==> src/rtl/byte_scrambler.sv <==
module byte_scrambler #(
  parameter int LFSR_W = 15,
  parameter int DATA_W = 8,
  parameter int CFG_W = 32,
  parameter int SEED_LSB = 16,
  parameter int CHUNK_LEN = 1024,
  parameter logic [14:0] RESET_SEED = 15'h4A80
) (
  input  logic              clk,
  input  logic              rst_n,
  input  logic              scr_en,
  input  logic              dir_rd,
  input  logic              erased,
  input  logic              cfg_load,
  input  logic [CFG_W-1:0]  cfg_word,
  input  logic              in_valid,
  input  logic [DATA_W-1:0] in_data,
  output logic              in_ready,
  output logic              out_valid,
  output logic [DATA_W-1:0] out_data,
  input  logic              out_ready,
  output logic              need_seed
);
  localparam int CNT_W = $clog2(CHUNK_LEN + 1);
  localparam logic [CNT_W-1:0] CNT_FULL = CNT_W'(CHUNK_LEN);

  logic [LFSR_W-1:0] state;
  logic [LFSR_W-1:0] cur;
  logic [LFSR_W-1:0] stepped;
  logic [CNT_W-1:0]  cnt;
  logic              fire;
  logic              adv;

  assign cur       = cfg_load ? cfg_word[SEED_LSB +: LFSR_W] : state;
  assign need_seed = scr_en && (cnt == CNT_FULL) && !cfg_load;
  assign in_ready  = out_ready && !need_seed;
  assign out_valid = in_valid && !need_seed;
  assign fire      = in_valid && in_ready;
  assign adv       = fire && scr_en;

  always_comb begin
    stepped = cur;
    for (int i = 0; i < DATA_W; i++)
      stepped = {stepped[0] ^ stepped[1], stepped[LFSR_W-1:1]};
  end

  always_comb begin
    if (!scr_en)
      out_data = in_data;
    else if (erased && dir_rd)
      out_data = '1;
    else
      out_data = in_data ^ cur[DATA_W-1:0];
  end

  always_ff @(posedge clk) begin
    if (!rst_n) begin
      state <= RESET_SEED[LFSR_W-1:0];
      cnt   <= '0;
    end else begin
      if (adv)
        state <= stepped;
      else if (cfg_load)
        state <= cur;
      if (cfg_load)
        cnt <= adv ? CNT_W'(1) : '0;
      else if (adv)
        cnt <= cnt + CNT_W'(1);
    end
  end
endmodule

==> config.mk <==
export PLATFORM = sky130hd
export DESIGN_NAME = byte_scrambler
export DESIGN_NICKNAME = d
export VERILOG_FILES = /design/src/rtl/byte_scrambler.sv
export SDC_FILE = /design/constraint.sdc
export NUM_CORES = 1
export LEC_CHECK = 0
export CAP_MARGIN = 20
export CORE_MARGIN = 4
export CORE_UTILIZATION = 48
export CTS_CLUSTER_DIAMETER = 60
export DETAILED_ROUTE_END_ITERATION = 16
export PLACE_DENSITY = 0.86
export SYNTH_ARGS = -nofsm -noshare
export SYNTH_HDL_FRONTEND = slang
export SYNTH_SLANG_ARGS = --single-unit
==> constraint.sdc <==
create_clock -name clk -period 3.84 [get_ports clk]
set_clock_uncertainty 0.2 [all_clocks]
set_input_delay 1.152 -clock clk [delete_from_list [all_inputs] [get_ports clk]]
set_output_delay 1.152 -clock clk [all_outputs]
set_load 0.005 [all_outputs]
After elaboration in Yosys (flattened, before gate mapping)
Index checks and enable logic that the tools add are counted.
{"block": "totals", "register_bits": 26, "in_bits": 48, "output_inout_bits": 11, "wordCells": 31}
{"block": "classes", "n_addsub": 1, "eq_ne": 1, "n_mux": 8, "n_bitwise": 9, "n_reduce_logical": 10}
{"op": "$mux 15", "n": 3}
{"op": "$mux 11", "n": 2}
{"op": "$mux 8", "n": 2}
{"op": "$add 11x1->11 const B", "n": 1}
{"op": "$eq 11x11->1 const B", "n": 1}
{"op": "$xor 1x1->1", "n": 8}
{"op": "$xor 8x8->8", "n": 1}
{"op": "$logic_and 1x1->1", "n": 7}
{"op": "$logic_not 1->1", "n": 2}
{"op": "$reduce_bool 2->1", "n": 1}
{"op": "$mux 1", "n": 1}

Longest topological paths before layout
{"block": "logic_depth", "word_depth": 9, "ltp_mapped": 7, "mapped_depth_nobuf": 6}

Worst setup path before layout
OpenSTA, ideal clock, no wires.
{"block": "synth_path", "path_kind": "input to output", "from": "in cfg_load", "to": "out out_data[0]", "t_arrival_ns": 1.989, "required_time_ns": 2.488, "slack_ns": 0.499, "cell_stages": 4, "path_cell_list": "buf_6 mux2_2 and3_1 o21ai_0"}
{"block": "synth_via", "elab_chain_cells": 4}
{"item": "start, declared", "line_no": "14", "source": "input logic cfg_load,"}
{"item": "$mux 15", "line_no": "34", "source": "assign cur = cfg_load ? cfg_word[SEED_LSB +: LFSR_W] : state;"}
{"item": "$xor 8x8->8", "line_no": "53", "source": "out_data = in_data ^ cur[DATA_W-1:0];"}
{"item": "$mux 8", "line_no": "50", "source": "else if (erased && dir_rd)"}
{"item": "$mux 8", "line_no": "48", "source": "if (!scr_en)"}
{"item": "end, declared", "line_no": "20", "source": "output logic [DATA_W-1:0] out_data,"}
No other way between the ends.

Worst setup path after layout
{"block": "layout_path", "from": "in cfg_word[16]", "to": "out out_data[0]"}
{"block": "layout_via", "elab_chain_cells": 4}
{"item": "start, declared", "line_no": "15", "source": "input logic [CFG_W-1:0] cfg_word,"}
{"item": "$mux 15", "line_no": "34"}
{"item": "$xor 8x8->8", "line_no": "53"}
{"item": "$mux 8", "line_no": "50"}
{"item": "$mux 8", "line_no": "48"}
No other way between the ends.

==> key figures <==
Power and ir drop
  • Part of the power in registers: 44.2%
  • Combinational share of power: 26.4%
  • Net switching power: 163 uW
  • Worst voltage drop across the vdd grid: about 280 uV
  • Power per Cell Area: 283 nW/um^2
  • Leak: around 0.00094 uW
  • Internal Dissipation: 487 uW
  • Switching Fraction: ~25%
  • Clock Power Share: 29.3%

Placed design
  • Global placement routability congestion: slightly above 0.8
  • Number of placed instances with taps included: between 200 and 300
  • Sum of net half-perimeters after detailed placement: 3.06 mm
  • Instance area at placement: about 2200 um^2
  • PortBufs: 41
  • Worst setup timing slack at the placement stage: -0.543 ns

STA
  • Setup repair after global routing missed its margin: yes
  • Final Hold Viols: 0
  • Worst-margin pin slew: 0.442 ns
  • Setup TNS: 0 ns
  • Final slew viol count: 0
  • Clock period minus worst slack: 3.79 ns
  • Max Fclk: 264 MHz
  • Period utilisation layout: a little over nine tenths
  • Setup-violating endpoint count in the final report: 0
  • Max-slew headroom at the worst pin: 70.5%
  • Worst setup slack after layout: ~0.049 ns

Clock network
  • Count of clock tree sinks: 26
  • Hold-fix buffers, CTS: 0
  • Cts bufs inserted: 3
  • Root buf cell: sky130_fd_sc_hd__clkbuf_4
  • Maximum buffer depth of the clock tree: 2
  • Skew-Pair Late Insertion Delay: 0.33 ns
  • Clk pin slew, worst setup/hold paths: about 0.14 ns
  • Number of H-tree levels: 1
  • Clock tree from TritonCTS: yes

Cells and area
  • Total number of nets in the final design: 293
  • Number of diodes: 0
  • Number of fill cells in the layout: between 200 and 250
  • Proportion of layout cells with a drive suffix above 1: 25.2%
  • Non-Filler Cell Area, Final: 2290 um^2
  • Number of cells in the finished layout apart from fillers: 286
  • Signed area change from the synthesized netlist to the final layout: 42.9%

Logic synthesis
  • Synthesis-stage register bit count: 26
  • Syn. warnings: 0
  • Library cells used by synthesis: 32
  • Gate count of the mapped netlist: 177
  • Async set or reset register ratio after synthesis: 0%
  • Cell Area, Synth: roughly 1600 um^2
  • Post-synthesis average cell area: 9.07 um^2
  • Syn Nets: approximately 230
  • Register area share after synthesis: 32.4%
  • Predominant post-synthesis flop cell: sky130_fd_sc_hd__dfxtp_1
  • EDFF count, synth: 0

Global route
  • Aggregate global routing overflow: 0
  • Number of antenna violations at the first check in global routing: 0
  • First-pass GRT wire length: approximately 7.4 mm
  • Via count of the first global-routing pass: 1639
  • Overall track demand over capacity in global routing: a little over a fifth
  • Largest net degree at the start of global routing: 26

Floorplan
  • Overall die area: 4330 um^2
  • Standard-cell rows: 20
  • DIE WIDTH: 65.8 um
  • Starting density of the core: just over 50%
  • Die outline height: 65.8 um
  • CORE AREA: 3130 um^2
  • I/O pin cnt: 59

Drt
  • Residual antenna-violating net count after detailed routing: 0
  • Average routed wire per standard cell: 15.0 um
  • Residual DRC count: 0
  • Number of iterations in the first detailed-routing pass: 4
  • Total vias in the final route: 1545
  • Per-cell via count in the routed design: between 5 and 6
  • Wire length after detailed routing: 4.30 mm
  • Detailed Route Iter0 Violations: 88

Worst setup path
  • Startpoint of the lowest-slack register-to-register path: cnt[0]
  • Critical path peak fanout: 3
  • Depth of the most critical reg-to-reg path: 10
  • Endpoint of the most critical setup path: out_data[0]
  • Crit Path Class: input port to output pin
  • Crit path arrival time: ~2.4 ns
  • R2R Path End: state[7]
  • Startpoint kind of the worst setup timing path: input port
  • Register-to-Register Setup Slack: 1.46 ns
  • Launch point of the critical path: cfg_word[16]
  • Critical path capture point type: output pin
  • Required time reported for the critical path endpoint: 2.49 ns

Run status
  • Result of the run: completed

Job
  • Max-Cap Viols: 0

Hold path
  • Worst Hold Class: flip-flop to flip-flop
## layout by cell type (no fill, tap or decap), types with 3 or more instances in the layout
cell type,n
sky130_fd_sc_hd__nor2_1,21
sky130_fd_sc_hd__o21ai_1,4
sky130_fd_sc_hd__and3_1,9
sky130_fd_sc_hd__nand3_1,5
sky130_fd_sc_hd__nor4_1,3
sky130_fd_sc_hd__mux2i_1,12
sky130_fd_sc_hd__buf_4,27
sky130_fd_sc_hd__nand4_1,4
sky130_fd_sc_hd__o21ai_0,4
sky130_fd_sc_hd__a21oi_1,7
sky130_fd_sc_hd__xnor2_1,12
sky130_fd_sc_hd__inv_1,5
sky130_fd_sc_hd__mux2_4,3
sky130_fd_sc_hd__clkdlybuf4s50_1,27
sky130_fd_sc_hd__nor3_1,5
sky130_fd_sc_hd__clkbuf_4,3
sky130_fd_sc_hd__dlygate4sd2_1,3
sky130_fd_sc_hd__clkbuf_2,4
sky130_fd_sc_hd__clkdlybuf4s15_1,3
sky130_fd_sc_hd__buf_6,3
sky130_fd_sc_hd__mux2_2,5
sky130_fd_sc_hd__nand2_1,6
sky130_fd_sc_hd__nor4b_4,3
sky130_fd_sc_hd__a211oi_1,7
sky130_fd_sc_hd__xor2_1,4
sky130_fd_sc_hd__dfxtp_1,26
## cell type report
type	count	area [um^2]	area share [%]
tap	44	55.1	2.40
inverter	5	18.8	0.818
multi-input combinational	136	1020	44.6
sequential	26	520	22.7
timing repair buffer	71	624	27.2
clock buffer	3	22.5	0.981
clock inverter	1	30.0	1.31
## synthesized netlist by cell type (all sizes together), types with 5 or more instances
cell type | n | share of area [%]
dfxtp | 26 | 32
nor2 | 21 | 4.9
mux2i | 12 | 7.5
xnor2 | 12 | 6.5
and3 | 10 | 3.9
a211oi | 9 | 4.8
a21oi | 9 | 2.8
mux2 | 8 | 5.8
o21ai | 8 | 2.5
nand2 | 6 | 1.4
nand3 | 6 | 1.9
buf | 5 | 3.0
clkbuf | 5 | 1.2
inv | 5 | 1.2
nor3 | 5 | 1.6
## cells by family (layout without fill, tap and decap cells)
group                    after synthesis  in the layout  share of synthesized area (%)
AND/OR/NAND/NOR                       64             64                           23.9
AO/OA/AOI/OAI                         34             34                           14.7
flip-flops                            26             26                           32.4
multiplexers                          20             20                           13.3
XOR/XNOR                              16             16                           8.73
buffers and inverters                 15             80                           5.38
adder cells (fa/ha/maj)                2              2                           1.56
## through the flow
step	hold slack [ns]	total power, uW	utilization, %
final	0.391	650	73.4
after global routing	0.419	679	73.4
after CTS	0.390	649	73.1
after detailed placement	0.336	460	68.8
after global placement	0.304	456	68.8
after floorplan	0.286	375	-
## timing repair
action / 4_1_cts / 5_1_grt
setup endpoints to repair: 11 / 11
setup buffers: 9 / 1
pin swaps: 2 / 1
gates resized for setup: 29 / 14
endpoints found under the hold margin: 0 / 0
## worst min-delay path by stage
| stage | slack, ns | from | end | cells past startpoint |
|---|---|---|---|---|
| after floorplan | 0.29 | cnt[10] | cnt[10] | 2 |
| after global placement | 0.30 | cnt[10] | cnt[10] | 2 |
| after detailed placement | 0.34 | cnt[10] | cnt[10] | 2 |
| after CTS | 0.39 | cnt[1] | cnt[1] | 2 |
| after global routing | 0.42 | cnt[10] | cnt[10] | 2 |
| final | 0.39 | cnt[1] | cnt[1] | 2 |
## state kept, by name, summed over array words and instances, names as in the netlist
signal  cells
cnt        11
state      15
## layer usage
| metal | vias up | track usage, % | wire length [um] |
|---|---|---|---|
| met5 | - | 0 | 0 |
| met4 | 0 | 3.89 | 23 |
| met3 | 4 | 3.91 | 191 |
| met2 | 40 | 37.3 | 2180 |
| met1 | 729 | 27.4 | 1910 |
| li1 | 772 | - | - |
## worst max-delay path: stages
cell                              delay (ns)
sky130_fd_sc_hd__clkdlybuf4s50_1        0.39
sky130_fd_sc_hd__mux2_2                 0.28
sky130_fd_sc_hd__buf_4                  0.15
sky130_fd_sc_hd__a21oi_1                0.13
sky130_fd_sc_hd__o21ai_1                0.07
sky130_fd_sc_hd__dlygate4sd2_1          0.26
## power groups by stage
| stage | sequential (uW) | clock, uW | combinational [uW] |
|---|---|---|---|
| final | 288 | 191 | 172 |
| after floorplan | 292 | 0 | 83.0 |
| after CTS | 288 | 191 | 170 |
| after global placement | 293 | 0 | 163 |
| after global routing | 289 | 201 | 188 |
| after detailed placement | 293 | 0 | 167 |
Power figures use the tool's default switching activity.
